### src/rtl/pixcomp_pkg.sv
package pixcomp_pkg;
    localparam int VA_W         = 16;
    localparam int NIB_W        = 4;
    localparam int PIX_PER_BYTE = 8 / NIB_W;
    localparam int BANK_W       = 3;
    localparam int IDX_W        = BANK_W + 1 + NIB_W;
    localparam int COORD_W      = 8;
    localparam logic [COORD_W-1:0] FLIP_Y_REF = 8'd240;

    typedef struct packed {
        logic [IDX_W-1:0]   idx;
        logic [COORD_W-1:0] x;
    } pixel_t;

    typedef struct packed {
        logic               valid;
        logic               en;
        logic               flip;
        logic [BANK_W-1:0]  bank;
        logic [COORD_W-1:0] x0;
        logic [COORD_W-1:0] line;
    } slot_t;

    // upper layer wins unless its nibble is zero
    function automatic logic [IDX_W-1:0] layer_pick(
        input logic [BANK_W-1:0] bank,
        input logic [NIB_W-1:0]  bg_nib,
        input logic [NIB_W-1:0]  fg_nib
    );
        if (fg_nib != '0)
            return {bank, 1'b1, fg_nib};
        return {bank, 1'b0, bg_nib};
    endfunction

    function automatic logic [COORD_W-1:0] mirror_coord(
        input logic               flip,
        input logic [COORD_W-1:0] ref_pt,
        input logic [COORD_W-1:0] v
    );
        return flip ? (ref_pt - v) : v;
    endfunction
endpackage

### src/rtl/pixcomp_addr.sv
module pixcomp_addr
    import pixcomp_pkg::*;
#(
    parameter int MA_W = 13,
    parameter int RA_W = 5,
    parameter int COL_W = 7,
    parameter logic [VA_W-1:0] BASE = 16'h0400
) (
    input  logic [MA_W-1:0]  ma,
    input  logic [RA_W-1:0]  ra,
    input  logic [COL_W-1:0] col,
    output logic [VA_W-1:0]  bg_addr,
    output logic [VA_W-1:0]  fg_addr
);
    localparam int MA_SH = 3;
    localparam int RA_SH = 7;
    localparam int HALF_BIT = VA_W - 1;

    logic [VA_W-1:0] mix;

    assign mix     = (VA_W'(ma) << MA_SH) | (VA_W'(ra) << RA_SH) | VA_W'(col);
    assign bg_addr = mix + BASE;
    assign fg_addr = bg_addr | (VA_W'(1) << HALF_BIT);
endmodule

### src/rtl/pixcomp_stage.sv
module pixcomp_stage
    import pixcomp_pkg::*;
#(
    parameter int COL_W = 7
) (
    input  logic               clk,
    input  logic               rst,
    input  logic               line_start,
    input  logic [BANK_W-1:0]  bank_in,
    input  logic               flip_in,
    input  logic               slot_valid,
    input  logic               video_en,
    input  logic [COL_W-1:0]   col,
    input  logic [COORD_W-1:0] line_no,
    output slot_t              st
);
    logic [BANK_W-1:0] line_bank;
    logic              line_flip;

    always_ff @(posedge clk) begin
        if (rst) begin
            line_bank <= '0;
            line_flip <= 1'b0;
            st        <= '0;
        end else begin
            if (line_start) begin
                line_bank <= bank_in;
                line_flip <= flip_in;
            end
            st.valid <= slot_valid;
            if (slot_valid) begin
                st.en   <= video_en;
                st.flip <= line_flip;
                st.bank <= line_bank;
                st.x0   <= COORD_W'({col, 1'b0});
                st.line <= line_no;
            end
        end
    end
endmodule

### src/rtl/pixcomp_merge.sv
module pixcomp_merge
    import pixcomp_pkg::*;
(
    input  slot_t                       st,
    input  logic [7:0]                  bg_byte,
    input  logic [7:0]                  fg_byte,
    output pixel_t [PIX_PER_BYTE-1:0]   px,
    output logic [COORD_W-1:0]          y,
    output logic                        blank
);
    localparam logic [COORD_W-1:0] X_REF = '0;

    for (genvar g = 0; g < PIX_PER_BYTE; g++) begin : g_nib
        logic [NIB_W-1:0] bg_n, fg_n;
        assign bg_n     = bg_byte[g*NIB_W +: NIB_W];
        assign fg_n     = fg_byte[g*NIB_W +: NIB_W];
        assign px[g].idx = st.en ? layer_pick(st.bank, bg_n, fg_n) : '0;
        assign px[g].x   = mirror_coord(st.flip, X_REF, st.x0 + COORD_W'(g));
    end

    assign y     = mirror_coord(st.flip, FLIP_Y_REF, st.line);
    assign blank = !st.en;
endmodule

### src/rtl/pixcomp_serial.sv
module pixcomp_serial
    import pixcomp_pkg::*;
(
    input  logic                      clk,
    input  logic                      rst,
    input  logic                      load,
    input  pixel_t [PIX_PER_BYTE-1:0] px,
    input  logic [COORD_W-1:0]        y_in,
    input  logic                      blank_in,
    output logic                      pix_valid,
    output pixel_t                    pix,
    output logic [COORD_W-1:0]        pix_y,
    output logic                      pix_blank
);
    localparam int PIX_W = $bits(pixel_t);
    localparam int CNT_W = $clog2(PIX_PER_BYTE + 1);

    pixel_t [PIX_PER_BYTE-1:0] hold;
    logic [CNT_W-1:0]          left;

    always_ff @(posedge clk) begin
        if (rst) begin
            hold      <= '0;
            left      <= '0;
            pix_valid <= 1'b0;
            pix       <= '0;
            pix_y     <= '0;
            pix_blank <= 1'b0;
        end else if (load) begin
            pix       <= px[0];
            hold      <= px >> PIX_W;
            left      <= CNT_W'(PIX_PER_BYTE - 1);
            pix_valid <= 1'b1;
            pix_y     <= y_in;
            pix_blank <= blank_in;
        end else if (left != '0) begin
            pix       <= hold[0];
            hold      <= hold >> PIX_W;
            left      <= left - 1'b1;
            pix_valid <= 1'b1;
        end else begin
            pix_valid <= 1'b0;
        end
    end
endmodule

### src/rtl/pixcomp_top.sv
module pixcomp_top
    import pixcomp_pkg::*;
#(
    parameter int MA_W = 13,
    parameter int RA_W = 5,
    parameter int COL_W = 7
) (
    input  logic               clk,
    input  logic               rst,
    input  logic               slot_valid,
    input  logic               line_start,
    input  logic [MA_W-1:0]    crtc_ma,
    input  logic [RA_W-1:0]    crtc_ra,
    input  logic [COL_W-1:0]   slot_col,
    input  logic [7:0]         line_no,
    input  logic [2:0]         bank_in,
    input  logic               flip_in,
    input  logic               video_en,
    output logic [15:0]        vram_bg_addr,
    output logic [15:0]        vram_fg_addr,
    input  logic [7:0]         vram_bg_data,
    input  logic [7:0]         vram_fg_data,
    output logic               pix_valid,
    output logic [7:0]         pix_index,
    output logic [7:0]         pix_x,
    output logic [7:0]         pix_y,
    output logic               pix_blank
);
    slot_t                     st;
    pixel_t [PIX_PER_BYTE-1:0] merged;
    logic [COORD_W-1:0]        merged_y;
    logic                      merged_blank;
    pixel_t                    out_px;

    pixcomp_addr #(.MA_W(MA_W), .RA_W(RA_W), .COL_W(COL_W)) i_addr (
        .ma(crtc_ma), .ra(crtc_ra), .col(slot_col),
        .bg_addr(vram_bg_addr), .fg_addr(vram_fg_addr)
    );

    pixcomp_stage #(.COL_W(COL_W)) i_stage (
        .clk(clk), .rst(rst), .line_start(line_start),
        .bank_in(bank_in), .flip_in(flip_in), .slot_valid(slot_valid),
        .video_en(video_en), .col(slot_col), .line_no(line_no), .st(st)
    );

    pixcomp_merge i_merge (
        .st(st), .bg_byte(vram_bg_data), .fg_byte(vram_fg_data),
        .px(merged), .y(merged_y), .blank(merged_blank)
    );

    pixcomp_serial i_serial (
        .clk(clk), .rst(rst), .load(st.valid), .px(merged),
        .y_in(merged_y), .blank_in(merged_blank),
        .pix_valid(pix_valid), .pix(out_px), .pix_y(pix_y), .pix_blank(pix_blank)
    );

    assign pix_index = out_px.idx;
    assign pix_x     = out_px.x;
endmodule

### config.mk
export PLATFORM = sky130hd
export DESIGN_NAME = pixcomp_top
export DESIGN_NICKNAME = d
export VERILOG_FILES = /design/src/rtl/pixcomp_pkg.sv /design/src/rtl/pixcomp_addr.sv /design/src/rtl/pixcomp_stage.sv /design/src/rtl/pixcomp_merge.sv /design/src/rtl/pixcomp_serial.sv /design/src/rtl/pixcomp_top.sv
export SDC_FILE = /design/constraint.sdc
export NUM_CORES = 1
export LEC_CHECK = 0
export ABC_AREA = 1
export BUFFER_PORTS_ARGS = -buffer_cell sky130_fd_sc_hd__buf_2
export CORE_MARGIN = 4
export CORE_UTILIZATION = 49
export DETAILED_ROUTE_END_ITERATION = 6
export PLACE_DENSITY = 0.83
export SKIP_LAST_GASP = 1
export SLEW_MARGIN = 0
export SYNTH_ARGS = -nofsm -noshare
export SYNTH_HDL_FRONTEND = slang
export SYNTH_SLANG_ARGS = --single-unit
### constraint.sdc
create_clock -name clk -period 1.95 [get_ports clk]
set_clock_uncertainty 0.15 [all_clocks]
set_input_delay 0.195 -clock clk [delete_from_list [all_inputs] [get_ports clk]]
set_output_delay 0.195 -clock clk [all_outputs]
set_load 0.01 [all_outputs]
; ---- Word level (Yosys, flattened, before mapping)
; Cells that the tools add are included.
[word_totals]
out_inout_bits = 58
wordCells = 50
ff_bits = 69
in_bits = 58
[op_classes]
n_reduce_logical = 6
n_bitwise = 2
add_sub_neg = 6
mux = 19
[op_table]
columns = cell, n
row1 = $mux 8, 9
row2 = $mux 16, 4
row3 = $add 16x11->16 const B, 1
row4 = $or 16x12->16, 1
row5 = $or 16x7->16, 1
row6 = $sub 1x8->8 const A, 2
row7 = $add 8x1->8 const B, 1
row8 = $reduce_bool 4->1, 2
row9 = $sub 8x8->8 const A, 1
row10 = $mux 1, 6
row11 = $reduce_bool 2->1, 2
row12 = $reduce_or 2->1, 1
row13 = $sub 2x1->2 const B, 1
row14 = $logic_not 1->1, 1

; ---- Depth between registers and ports, before layout
; Gate-level depths: netlist of the first run.
[logic_depth]
depth_word = 5
depth_mapped = 9
mapped_depth_nobuf = 9

; ---- By module
; Synthesis of the first run repeated with hierarchy kept, for this count alone.
[unflattened]
cells_unflattened = 623
hier_area_um2 = 4191.5
[by_module_without_submodules]
columns = mod, n_inst, cells_per_inst, seq_area_each_um2, area_each_um2
row1 = pixcomp_serial, 1, 245, 880.8, 1863.0
row2 = pixcomp_stage, 1, 158, 500.5, 1093.5
row3 = pixcomp_merge, 1, 170, 0.0, 913.4
row4 = pixcomp_addr, 1, 50, 0.0, 321.6

; ---- Least setup slack after synthesis of the first run
; OpenSTA, ideal clock, no wires.
[synth_path]
kind = input to output
startpoint = input crtc_ra[3]
endpoint = output vram_fg_addr[14]
path_buffers = 1
path_slack_ps = 387
arrival_ps = 1218
t_required_ps = 1605
path_stages = 6
cell_sequence = nor2_1 inv_1 ha_1 nand3_1 xnor2_1 buf_4
[synth_between]
elab_chain_len = 3
[synth_lines]
columns = element, line_no
row1 = from (decl), pixcomp_top.sv:13  ; input logic [RA_W-1:0] crtc_ra,
row2 = $or 16x12->16, pixcomp_addr.sv:21  ; assign mix = (VA_W'(ma) << MA_SH) | (VA_W'(ra) << RA_SH) | VA_W'(col);
row3 = $or 16x7->16, pixcomp_addr.sv:21
row4 = $add 16x11->16, pixcomp_addr.sv:22  ; assign bg_addr = mix + BASE;
row5 = to (decl), pixcomp_top.sv:20  ; output logic [15:0] vram_fg_addr,
; No other way between the ends.

; ---- Final worst setup path of the first run
[layout_path]
startpoint = register i_serial.left[0]
endpoint = register i_serial.pix[3] (netlist bit)
[layout_between]
elab_chain_len = 2
[layout_lines]
columns = element, line_no
row1 = from (decl), pixcomp_serial.sv:19  ; logic [CNT_W-1:0] left;
row2 = from (signal assigned), pixcomp_serial.sv:32  ; left <= CNT_W'(PIX_PER_BYTE - 1);
row3 = from (signal assigned), pixcomp_serial.sv:39  ; left <= left - 1'b1;
row4 = $reduce_bool 2->1, pixcomp_serial.sv:36  ; end else if (left != '0) begin
row5 = $reduce_bool 2->1 (no source line), n/a
row6 = to (signal assigned), pixcomp_serial.sv:30  ; pix <= px[0];
row7 = to (signal assigned), pixcomp_serial.sv:37  ; pix <= hold[0];
row8 = to (decl), pixcomp_serial.sv:11  ; output pixel_t pix,
; No other way between the ends.
; A chain may end at the register's enable or synchronous reset.

==> flow_metrics.py, run 1 <==
metrics = {
    "status": {
        "status": "finished, final reports clean",
    },
    "floorplanning": {
        "ios": 116,
        "die_area_mm2": 0.007844,
        "die_w_um": 88.57,
        "coreArea_mm2": 0.006314,
        "start_util_pct": 50.38,
        "die_y_um": 88.57,
        "std_cell_rows": 29,
    },
    "global_routing": {
        "grt_pass1_vias": 3067,
        "grt_pass1_wl_um": 12870,
        "gr-total-overflow": 0,
        "gr-usage-all-layers_pct": 20.63,
        "antenna_found_initial": 0,
        "grt_max_degree": 31,
    },
    "layout": {
        "drive_gt1_share_pct": 27.05,
        "regArea_mm2": 0.001381,
        "syn_to_final_growth_pct": 28.56,
        "num-fill-cells": 530,
        "num_antenna_cells": 0,
        "fin_nets": 620,
        "final_area_mm2": 0.004089,
        "multi_input_area_mm2": 0.001408,
    },
    "drt": {
        "wire_per_inst_um": 12.53,
        "remaining_drc_errors": 0,
        "antenna_left": 0,
        "vias_per_cell": 5.081,
        "wl_um": 8004,
        "first_pass_iters": 4,
        "vias": 3247,
        "initialDrtViolationCount": 177,
    },
    "critical_path": {
        "slowest_delay_ps": 300,
        "critPathLaunchType": "register",
        "reg2reg_from": "i_serial.left[0]$_SDFFE_PP0P_",
        "rr_endpoint": "i_serial.pix[3]$_SDFFE_PP0P_",
        "critPathSlowestCell": "dfxtp_1",
        "critPathKind": "reg -> reg",
        "critical-path-top-delay-family": "simple AND/OR/NAND/NOR gates",
        "worst_setup_path_end_kind": "register",
        "cp-startpoint": "i_serial.left[0]$_SDFFE_PP0P_",
        "reg2reg_depth": 9,
        "worstPathCellList": "inv_1 -> ha_1 -> inv_2 -> nor2_2 -> inv_2 -> nor2_1 -> nor2_1 -> o21ai_0 -> inv_1",
        "critPathCapture": "i_serial.pix[3]$_SDFFE_PP0P_",
        "reg2reg_setup_slack_ps": 250,
        "critical_path_arrival_ps": 1800,
        "critical_path_buf_inv_count": 4,
        "cp.depth": 9,
        "worstPathMaxFanout": 13,
        "required_ps": 2040,
    },
    "clock_network": {
        "cts.htree.levels": 3,
        "cts-root-buf": "clkbuf_8",
        "numCtsBuffers": 9,
        "insertion_delay_ps": 350,
        "path_clk_slew_ps": 80,
        "tritoncts": "built",
        "clock_sinks": 69,
        "cts_buffer_depth": 2,
        "post_cts_buffers": 0,
    },
    "placement": {
        "post-dp-hpwl_um": 5642,
        "place_area_mm2": 0.003690,
        "port_buffers": 114,
        "place.gp.congestion": 0.9039,
    },
    "synthesis": {
        "synth_edf_count": 0,
        "synth_area_mm2": 0.003181,
        "syn_nets": 505,
        "synth.avg_cell_area_um2": 7.180,
        "syn_inst": 443,
        "ys_seq_elements": 69,
        "synthArstFlopShare_pct": 0,
        "synthDistinctLibCells": 25,
        "ys.warnings.count": 0,
        "synth_seq_area_share_pct": 43.43,
        "synth_flop_cell": "dfxtp_1",
    },
    "power_and_ir_drop": {
        "finalPower_mw": 3.465,
        "power.density_mw_per_mm2": 847.4,
        "ir_worst_vdd_v": 0.0005533,
        "cellLeakagePower_nw": 1.925,
    },
    "timing": {
        "setup-violations-final": 0,
        "fin_setup_tns_ps": 0,
        "period_share_pct": 87.39,
        "fmax_ghz": 0.5868,
        "min_period_ps": 1704,
        "rsz0062_at_grt": "false",
        "final_max_slew_viol_count": 0,
        "final_hold_viol_count": 0,
    },
    "worst_hold_path": {
        "hp-class": "in -> reg",
    },
    "run": {
        "max-cap-violations": 0,
    },
}
[cells in the final DEF, fill, tap and decap left out, drive strengths merged]
cell type / instances
a21oi: 51
conb: 1
xor2: 3
nand3: 24
clkinvlp: 3
buf: 122
nor3: 1
clkbuf: 10
dfxtp: 69
nand2: 88
nor2: 37
a22o: 2
bufinv: 1
inv: 42
ha: 4
clkinv: 2
or2: 7
o21ai: 61
xnor2: 2
o211ai: 2
dlygate4sd3: 20
a22oi: 1
nand4: 9
[routing by layer]
metal	vias to the layer above	wire (um)	global-route usage, %
met3	8	662	4.935
met5	-	0	0
li1	1662	-	-
met1	1461	3281	24.47
met2	116	3962	35.96
met4	0	98	7.967
[timing repair]
item	CTS	global route
hold buffers	20	0
gates resized for setup	0	0
endpoints found under the setup margin	0	0
endpoints found under the hold margin	23	0
[per-stage QoR]
stage / hold slack [ps] / cells / util (%) / worst slack (ps)
finish: 11.95 / 639 / 64.76 / 246.0
global route: 27.06 / 639 / 64.76 / 47.77
CTS: 2.872 / 639 / 64.76 / 245.9
detailed placement: 277.6 / 604 / 58.44 / 290.6
global placement: 269.2 / 604 / 58.44 / 383.1
floorplan: 179.9 / 443 / - / 387.2
[logic make-up (layout without fill, tap and decap cells)]
family | count (synthesis) | after routing | share of synthesized area, %
AND/OR/NAND/NOR | 166 | 166 | 22.31
AO/OA/AOI/OAI | 117 | 117 | 18.88
buffers and inverters | 81 | 200 | 12.31
flip-flops | 69 | 69 | 43.43
XOR/XNOR | 5 | 5 | 1.377
adder cells (fa/ha/maj) | 4 | 4 | 1.574
other | 1 | 1 | 0.1179
[worst reg2reg max path: stages (launching register included)]
cell and delay (ps):
dfxtp_1 300, inv_1 80, ha_1 200, inv_2 60, nor2_2 300, inv_2 200, nor2_1 130, nor2_1 60
o21ai_0 80, inv_1 50
[worst min-delay path by stage]
stage / startpoint / to / slack [ps] / cells past startpoint
global placement: bank_in[0] / i_stage.line_bank[0]$_SDFFE_PP0P_ / 270 / 3
CTS: slot_col[0] / i_stage.st[9]$_SDFFE_PP0P_ / 3 / 3
global route: slot_col[1] / i_stage.st[10]$_SDFFE_PP0P_ / 30 / 3
detailed placement: bank_in[0] / i_stage.line_bank[0]$_SDFFE_PP0P_ / 280 / 3
finish: slot_col[3] / i_stage.st[12]$_SDFFE_PP0P_ / 10 / 3
floorplan: bank_in[2] / i_stage.line_bank[2]$_SDFFE_PP0P_ / 180 / 2
[sequential cells by signal, indices dropped and copies added (netlist names)]
name and count:
i_serial.pix_blank 1, i_stage.line_bank 3, i_stage.line_flip 1, i_serial.pix_y 8, i_serial.pix 16, i_serial.left 2
i_serial.hold 16, i_serial.pix_valid 1, i_stage.st 21
[where the power goes]
group	switching, mW	total [mW]	leakage [nW]	internal, mW
registers	0.0668	1.59	0.567	1.52
logic	0.424	0.721	1.27	0.297
clock network	0.536	1.16	0.0906	0.619
[cell usage after synthesis, types with 7 or more instances]
cell type / instances / area (um^2)
nand2_1: 88 / 330.3
dfxtp_1: 69 / 1381
a21oi_1: 51 / 255.2
o21ai_0: 51 / 255.2
inv_1: 38 / 142.6
nor2_1: 33 / 123.9
nand3_1: 24 / 120.1
buf_4: 21 / 157.7
clkbuf_1: 10 / 37.54
o21ai_1: 10 / 50.05
nand4_1: 9 / 56.30
buf_2: 7 / 35.03
or2_2: 7 / 43.79
[cell type report]
type / instances / area share (%)
Inverter: 43 / 3.947
Clock inverter: 5 / 1.499
Tap cell: 77 / 2.356
Timing Repair Buffer: 142 / 20.62
Clock buffer: 10 / 3.366
Multi-Input combinational cell: 293 / 34.42
Sequential cell: 69 / 33.78
(Power assumes the default switching activity.)
==> run 2: changes to the inputs <==
--- a/config.mk
+++ b/config.mk
@@ -8,9 +8,10 @@
 export ABC_AREA = 1
 export BUFFER_PORTS_ARGS = -buffer_cell sky130_fd_sc_hd__buf_2
 export CORE_MARGIN = 4
-export CORE_UTILIZATION = 49
+export CORE_UTILIZATION = 51
+export CTS_BUF_LIST = sky130_fd_sc_hd__clkbuf_2 sky130_fd_sc_hd__clkbuf_4 sky130_fd_sc_hd__clkbuf_8
 export DETAILED_ROUTE_END_ITERATION = 6
-export PLACE_DENSITY = 0.83
+export PLACE_DENSITY = 0.86
 export SKIP_LAST_GASP = 1
 export SLEW_MARGIN = 0
 export SYNTH_ARGS = -nofsm -noshare
==> run 2 against run 1 <==
Effect of this change:
- combinational power grew 0.6%
- sequential cell count unchanged
- critical path depth unchanged
- sequential power about the same
- critical path type unchanged
- setup slack got worse by 32 ps
- power rose by 5.1%
- clock power increased by 15%
- design area increased by 0.73%
- clock-buffer cell count grew 2
- worst hold slack better by 12 ps
- sequential share of layout area is 0.25 points lower
==> flow_metrics.py, run 2 (synthesis results as in run 1) <==
metrics = {
    "drt": {
        "initialDrtViolationCount": 203,
        "antenna_left": 0,
        "wl_um": 8218,
        "first_pass_iters": 4,
        "remaining_drc_errors": 0,
        "wire_per_inst_um": 12.88,
        "vias_per_cell": 5.263,
        "vias": 3358,
    },
    "critical_path": {
        "critical_path_arrival_ps": 1820,
        "slowest_delay_ps": 330,
        "reg2reg_from": "i_serial.left[0]$_SDFFE_PP0P_",
        "worstPathMaxFanout": 13,
        "reg2reg_setup_slack_ps": 210,
        "rr_endpoint": "i_serial.pix[3]$_SDFFE_PP0P_",
        "reg2reg_depth": 9,
        "critPathKind": "reg -> reg",
        "worst_setup_path_end_kind": "register",
        "critPathSlowestCell": "nor2_2",
        "critPathLaunchType": "register",
        "worstPathCellList": "inv_1 -> ha_1 -> inv_2 -> nor2_2 -> inv_2 -> nor2_1 -> nor2_1 -> o21ai_0 -> inv_1",
        "required_ps": 2040,
    },
    "placement": {
        "post-dp-hpwl_um": 5630,
        "port_buffers": 114,
        "place_area_mm2": 0.003680,
        "dp_slack_ps": 242.8,
        "place_inst": 601,
        "place.gp.congestion": 0.8579,
    },
    "global_routing": {
        "grt_pass1_wl_um": 13530,
        "grt_pass1_vias": 3082,
        "gr-usage-all-layers_pct": 22.46,
        "gr-total-overflow": 0,
        "antenna_found_initial": 0,
        "grt_max_degree": 38,
    },
    "power_and_ir_drop": {
        "seqPwrFrac_pct": 43.6,
        "clkPwrFrac_pct": 36.5,
        "p_sw_mw": 1.023,
        "finalPower_mw": 3.642,
        "intPower_mw": 2.619,
        "cellLeakagePower_nw": 1.952,
        "p_sw_share_pct": 28.09,
        "ir_worst_vdd_v": 0.0005803,
        "combPwrFrac_pct": 19.9,
        "power.density_mw_per_mm2": 884.2,
    },
    "floorplanning": {
        "die_y_um": 86.97,
        "die_w_um": 86.97,
        "die_area_mm2": 0.007564,
        "ios": 116,
        "start_util_pct": 53.09,
        "std_cell_rows": 28,
        "coreArea_mm2": 0.005991,
    },
    "worst_hold_path": {
        "worstHoldStart": "vram_fg_data[1]",
        "hold_depth": 5,
        "min_to": "i_serial.pix[9]$_SDFFE_PP0P_",
        "hp-class": "in -> reg",
    },
    "layout": {
        "num_antenna_cells": 0,
        "layout_common_cells": "114 x buf_2, 88 x nand2_1, 69 x dfxtp_1",
        "final_area_mm2": 0.004119,
        "syn_to_final_growth_pct": 29.50,
        "final_common_cell": "buf_2",
        "fin_cells": 638,
        "drive_gt1_share_pct": 27.00,
        "fin_nets": 620,
        "largest_reg_flops": 21,
        "largest-register": "i_stage.st",
        "reg.largest.list": "i_stage.st x21, i_serial.hold x16, i_serial.pix x16",
    },
    "clock_network": {
        "insertion_delay_ps": 350,
        "tritoncts": "built",
        "cts.htree.levels": 3,
        "cts_buffer_depth": 2,
        "clock_sinks": 69,
        "post_cts_buffers": 0,
        "path_clk_slew_ps": 80,
        "cts-root-buf": "clkbuf_8",
        "numCtsBuffers": 9,
    },
    "timing": {
        "tightestPinTransition_ps": 522.5,
        "fmax_ghz": 0.5759,
        "setup-violations-final": 0,
        "final_hold_viol_count": 0,
        "relSlewSlack_pct": 65.13,
        "fin_ws_ps": 213.7,
        "min_period_ps": 1736,
        "final_max_slew_viol_count": 0,
        "fin_setup_tns_ps": 0,
        "rsz0062_at_grt": "false",
        "period_share_pct": 89.04,
    },
    "status": {
        "status": "finished, final reports clean",
    },
    "run": {
        "max-cap-violations": 0,
    },
}
[run 2: final cells by class]
cell class                 instances  area (um^2)
clock buffer                      12        158.9
timing repair buffer             142        845.8
multi-input combinational        293         1408
sequential                        69         1381
clock inverter                     4        70.07
fill                             462         1872
tap                               75        93.84
inverter                          43        161.4
[run 2: metrics by stage]
stage               util [%]  hold WS [ps]
global route           68.76         25.58
global placement       61.42         270.1
finish                 68.76         24.21
detailed placement     61.42         273.3
CTS                    68.76         9.428
floorplan                  -         179.9
[run 2: worst max path at each step]
stage | startpoint | end | slack [ps] | cells after the start
2_1_floorplan | crtc_ra[3] | vram_fg_addr[14] | 390 | 6
3_3_place_gp | i_serial.left[0]$_SDFFE_PP0P_ | i_serial.pix[3]$_SDFFE_PP0P_ | 380 | 9
3_5_place_dp | i_serial.left[0]$_SDFFE_PP0P_ | i_serial.pix[3]$_SDFFE_PP0P_ | 240 | 9
4_1_cts | i_serial.left[0]$_SDFFE_PP0P_ | i_serial.pix[3]$_SDFFE_PP0P_ | 220 | 9
5_1_grt | i_serial.left[0]$_SDFFE_PP0P_ | i_serial.pix[3]$_SDFFE_PP0P_ | 40 | 9
6_report | i_serial.left[0]$_SDFFE_PP0P_ | i_serial.pix[3]$_SDFFE_PP0P_ | 210 | 9
[run 2: repair_timing]
item | 4_1_cts | 5_1_grt
gates resized for setup | 0 | 0
hold endpoints to repair | 20 | 0
hold buffers | 21 | 0
[run 2: power by group through the flow]
stage          clock (mW)  sequential, mW  combinational (mW)
3_5_place_dp            0            1.62               0.682
4_1_cts              1.34            1.59               0.719
3_3_place_gp            0            1.62               0.655
6_report             1.33            1.59               0.725
2_1_floorplan           0            1.63               0.434
5_1_grt              1.41            1.60               0.813
[run 2: layer usage]
metal | GRT usage (%) | routed length (um) | vias to the layer above
li1 | - | - | 1663
met5 | 0 | 0 | -
met1 | 26.53 | 3566 | 1553
met3 | 6.055 | 567 | 15
met4 | 9.207 | 147 | 0
met2 | 38.30 | 3936 | 127
[run 2: worst max-delay path, delay by kind of cell, from the launching register on]
| family | cells | cell delay [ps] |
|---|---|---|
| AOI/OAI and AO/OA | 1 | 60 |
| and+or+nand+nor | 3 | 510 |
| buffers and inverters | 4 | 410 |
| DFF | 1 | 300 |
| adders and majority gates | 1 | 200 |
